### src/rtl/baud_pkg.sv
package baud_pkg;
  localparam int REG_W      = 8;
  localparam int PRE_W      = 2;
  localparam int PRE_LSB    = 4;
  localparam int PRE_CNT_W  = 4;

  // Prescale code to terminal count (divisor minus one): 1, 3, 4, 13.
  function automatic logic [PRE_CNT_W-1:0] pre_limit(input logic [PRE_W-1:0] code);
    case (code)
      2'd0:    pre_limit = PRE_CNT_W'(0);
      2'd1:    pre_limit = PRE_CNT_W'(2);
      2'd2:    pre_limit = PRE_CNT_W'(3);
      default: pre_limit = PRE_CNT_W'(12);
    endcase
  endfunction
endpackage

### src/rtl/tick_stage.sv
module tick_stage #(
  parameter int CNT_W = 4
) (
  input  logic             clk,
  input  logic             rst,
  input  logic             restart,
  input  logic             en,
  input  logic [CNT_W-1:0] lim,
  output logic             tick
);
  logic [CNT_W-1:0] cnt;

  always_ff @(posedge clk) begin
    if (rst || restart) begin
      cnt  <= '0;
      tick <= 1'b0;
    end else if (en) begin
      if (cnt >= lim) begin
        cnt  <= '0;
        tick <= 1'b1;
      end else begin
        cnt  <= cnt + 1'b1;
        tick <= 1'b0;
      end
    end else begin
      tick <= 1'b0;
    end
  end

  AST_TICK_NEEDS_EN: assert property (@(posedge clk) disable iff (rst)
    tick |-> ($past(en) && !$past(restart)));
  AST_CNT_IN_RANGE: assert property (@(posedge clk) disable iff (rst)
    cnt <= lim);
endmodule

### src/rtl/baud_reg.sv
module baud_reg
  import baud_pkg::*;
#(
  parameter int RATE_W = 3
) (
  input  logic              clk,
  input  logic              rst,
  input  logic              wr_en,
  input  logic [REG_W-1:0]  wr_data,
  output logic [PRE_W-1:0]  pre_sel,
  output logic [RATE_W-1:0] rate_sel,
  output logic [REG_W-1:0]  rd_data
);
  // Prescale field: cleared by reset.
  always_ff @(posedge clk) begin
    if (rst)        pre_sel <= '0;
    else if (wr_en) pre_sel <= wr_data[PRE_LSB +: PRE_W];
  end

  // Rate field: deliberately untouched by reset.
  always_ff @(posedge clk) begin
    if (!rst && wr_en) rate_sel <= wr_data[RATE_W-1:0];
  end

  always_comb begin
    rd_data = '0;
    rd_data[PRE_LSB +: PRE_W] = pre_sel;
    rd_data[RATE_W-1:0]       = rate_sel;
  end
endmodule

### src/rtl/baud_tick_gen.sv
module baud_tick_gen
  import baud_pkg::*;
#(
  parameter int RATE_W     = 3,
  parameter int OVERSAMPLE = 16
) (
  input  logic             clk,
  input  logic             rst,
  input  logic             wr_en,
  input  logic [REG_W-1:0] wr_data,
  output logic [REG_W-1:0] rd_data,
  output logic             samp_tick,
  output logic             bit_tick
);
  localparam int RATE_CNT_W = (1 << RATE_W) - 1;
  localparam int OS_CNT_W   = $clog2(OVERSAMPLE);

  logic [PRE_W-1:0]      pre_sel;
  logic [RATE_W-1:0]     rate_sel;
  logic [PRE_CNT_W-1:0]  pre_lim;
  logic [RATE_CNT_W-1:0] rate_lim;
  logic                  pre_tick;
  logic                  restart;

  assign restart  = wr_en;
  assign pre_lim  = pre_limit(pre_sel);
  assign rate_lim = ~({RATE_CNT_W{1'b1}} << rate_sel);

  baud_reg #(.RATE_W(RATE_W)) u_reg (
    .clk(clk), .rst(rst), .wr_en(wr_en), .wr_data(wr_data),
    .pre_sel(pre_sel), .rate_sel(rate_sel), .rd_data(rd_data)
  );

  tick_stage #(.CNT_W(PRE_CNT_W)) u_pre (
    .clk(clk), .rst(rst), .restart(restart), .en(1'b1),
    .lim(pre_lim), .tick(pre_tick)
  );

  tick_stage #(.CNT_W(RATE_CNT_W)) u_rate (
    .clk(clk), .rst(rst), .restart(restart), .en(pre_tick),
    .lim(rate_lim), .tick(samp_tick)
  );

  tick_stage #(.CNT_W(OS_CNT_W)) u_os (
    .clk(clk), .rst(rst), .restart(restart), .en(samp_tick),
    .lim(OS_CNT_W'(OVERSAMPLE - 1)), .tick(bit_tick)
  );

  AST_BIT_FOLLOWS_SAMP: assert property (@(posedge clk) disable iff (rst)
    bit_tick |-> $past(samp_tick));
  AST_QUIET_AFTER_WRITE: assert property (@(posedge clk) disable iff (rst)
    $past(wr_en) |-> (!samp_tick && !bit_tick));
  AST_QUIET_IN_RESET: assert property (@(posedge clk)
    rst |=> (!samp_tick && !bit_tick));
  AST_PRE_CLEARED: assert property (@(posedge clk) disable iff (rst)
    $past(rst) |-> (rd_data[PRE_LSB +: PRE_W] == '0));
  AST_RATE_HELD: assert property (@(posedge clk)
    rst |=> (rd_data[RATE_W-1:0] == $past(rd_data[RATE_W-1:0])));
  AST_SPARE_ZERO: assert property (@(posedge clk)
    (rd_data[7:6] == 2'b00) && !rd_data[3]);
endmodule

### config.mk
export PLATFORM = sky130hd
export DESIGN_NAME = baud_tick_gen
export DESIGN_NICKNAME = d
export VERILOG_FILES = /design/src/rtl/baud_pkg.sv /design/src/rtl/tick_stage.sv /design/src/rtl/baud_reg.sv /design/src/rtl/baud_tick_gen.sv
export SDC_FILE = /design/constraint.sdc
export NUM_CORES = 1
export LEC_CHECK = 0
export BUFFER_PORTS_ARGS = -buffer_cell sky130_fd_sc_hd__buf_2
export CAP_MARGIN = 5
export CORE_MARGIN = 5
export CORE_UTILIZATION = 25
export CTS_BUF_LIST = sky130_fd_sc_hd__clkbuf_8
export DETAILED_ROUTE_END_ITERATION = 6
export PLACE_DENSITY = 0.5
export SYNTH_ARGS = -nofsm -noshare
export SYNTH_HDL_FRONTEND = slang
export SYNTH_SLANG_ARGS = --single-unit
### constraint.sdc
create_clock -name clk -period 2.01 [get_ports clk]
set_clock_uncertainty 0.15 [all_clocks]
set_input_delay 0 -clock clk [delete_from_list [all_inputs] [get_ports clk]]
set_output_delay 0 -clock clk [all_outputs]
set_load 0.01 [all_outputs]
==> impl_metrics.toml <==
[outcome]
outcome = "complete, no violations"

[worst_setup_path]
required_ps = 2040
cp_num_buf_inv = 0
cp_data_arrival_time_ps = 1960
slowest_delay_ps = 390
crit_type = "register to register"
path_cells = "or3_1 > ha_1 > nand2b_1 > a31oi_4 > o21ai_4 > nor3_1"
critPathMaxFanout = 8
cp_top_family = "simple AND/OR/NAND/NOR gates"
critPathLaunchType = "register"
crit_slowest_cell = "or3_1"
crit_path_end_kind = "register"

[global_routing]
antenna_found_initial = 0
grt_use_total_pct = 7.591
grt_overflow = 0
grt_pass1_vias = 915
grt_max_degree = 14
grt_first_pass_wirelength_mm = 3.877

[routing]
drc = 0
drt_iter0_markers = 51
drtPass1Iterations = 4
vias = 913
drt_wl_total_mm = 2.210
wire_per_inst_um = 10.14
via_per_inst = 4.188
ant_nets = 0

[final_layout]
register_area_sq_um = 490.5
nets = 179
drive_gt1_share_pct = 19.21
syn_to_final_growth_pct = 23.36
multi_input_area_sq_um = 686.9
diodes = 0
fillers = 480
final_util_pct = 31.89

[die]
die_h_um = 79.89
start_util_pct = 25.85
die_w_um = 79.89
dieArea_sq_mm = 0.006382
core_sq_mm = 0.004723
io_pins = 21
rows = 25

[placement]
port_buffers = 14
hpwl_mm = 1.700
place_congestion = 0.7108

[cts]
cts.path.max_buffers = 2
cts_htree_levels = 1
cts-root-buf = "clkbuf_8"
cts_tree = "built"
cts_sinks = 23
worst_skew_pair.late_latency_ps = 250
clk_pin_slew_worst_paths_ps = 80
cts-buffers-inserted = 3
cts_setup_buffers = 0

[timing]
hold_slack_ps = 298.6
max_freq_mhz = 517.8
finalHoldViolCount = 0
min_period_over_period_pct = 96.08
finalCriticalPeriod_ps = 1931
final-setup-viol-count = 0
drv_slew = 0
setup_tns_ps = 0
rsz0062_at_grt = "yes"

[logic_synthesis]
ys_seq_area_share_pct = 40.16
synth_edf_count = 3
yosysTopAreaCell = "dfxtp_1"
synthTopCellsByArea = "dfxtp_1 33%, ha_1 16%, edfxtp_1 7.4%"
syn_area_sq_mm = 0.001221
yosysWarningCount = 0
synth.distinct_cells = 34
synthTopCellsByCount = "20 x dfxtp_1, 16 x ha_1, 16 x nor2_1, 8 x nor3_1, 7 x inv_1"
synth_seq_cells = 23
synth_top_cell_area_share_pct = 32.79
syn-instance-count = 125
synthArstFlopShare_pct = 0
avgSynthCellArea_sq_um = 9.769
ys.flop_type = "dfxtp_1"
synthMostInstantiatedCell = "dfxtp_1"

[power_and_ir_drop]
ir_worst_vdd_v = 0.0002118
leakagePower_uw = 0.0006095
p_per_area_mw_per_mm2 = 571.9

[job]
maxCapViolCount = 0

[worst_hold_path]
hold_class = "primary input to register"
## cell families (layout without fill, tap and decap cells)
group | after synthesis | count (layout) | share of synthesized area, %
DFF | 23 | 23 | 40.16
AOI/OAI and AO/OA | 16 | 16 | 10.76
and+or+nand+nor | 44 | 44 | 17.32
xor gates and xnor gates | 9 | 9 | 6.454
adders and majority gates | 16 | 16 | 16.39
buffers and inverters | 12 | 36 | 5.328
other | 1 | 3 | 0.3071
muxes | 4 | 4 | 3.279
## registers in the layout (all words and copies together) (netlist names)
name and count:
u_rate.cnt 7, u_reg.pre_sel 2, u_pre.cnt 4, u_os.cnt 4, u_pre.tick 1, u_rate.tick 1, u_reg.rate_sel 3, u_os.tick 1
## repair_timing
action	in CTS	in global routing
hold buffers	8	0
resized for setup	0	3
pin swaps	1	0
endpoints found under the hold margin	9	0
setup endpoints to repair	1	8
## placed cells by master, fill, tap and decap left out, types with 4 or more instances in the layout
cell type       n
xor2_1          5
nor3_1          7
ha_1           16
buf_2          14
nand2_1         6
inv_1           7
nor2_1         16
xnor2_1         4
a21oi_1         5
dlygate4sd3_1   8
dfxtp_1        20
mux2i_1         4
## power by group
part / internal (uW) / total, uW / switching (uW)
Clock: 138 / 274 / 136
Combinational: 51.5 / 102 / 50.4
Sequential: 476 / 486 / 10.0
## worst paths after layout
check	cells after the start	slack, ps	end	from
min	2	300	u_reg.rate_sel[2]$_DFFE_PP_	wr_data[2]
max	6	80	u_rate.cnt[4]$_SDFFE_PP0P_	u_reg.rate_sel[1]$_DFFE_PP_
min reg2reg	1	320	u_pre.cnt[0]$_SDFF_PP0_	u_pre.cnt[0]$_SDFF_PP0_
max reg2reg	6	80	u_rate.cnt[4]$_SDFFE_PP0P_	u_reg.rate_sel[1]$_DFFE_PP_
## metal layers
metal / global-route usage [%] / vias to the layer above / part of all wire, %
met1: 8.424 / 423 / 45
met4: 3.547 / 0 / 1.1
met2: 13.82 / 7 / 51
met3: 1.354 / 2 / 2.6
met5: 0 / - / 0
li1: - / 481 / -
## area by class of cell
type                       count  area share (%)
clock buffer                   3           2.741
clock inverter                 1          0.3322
inverter                       7           1.744
multi-input combinational     92           45.60
sequential                    23           32.56
tap                           67           5.565
timing repair buffer          25           11.46
## metrics by stage
step	cell area (sq um)	std cells	total power (uW)	worst slack [ps]
finish	1506	218	861.5	78.82
global placement	1366	206	578.6	71.14
global route	1506	218	913.1	-12.77
floorplan	1229	127	557.6	7.121
CTS	1493	218	876.2	19.94
detailed placement	1366	206	582.5	21.06
Note: power is estimated with default switching activity, not from simulation.
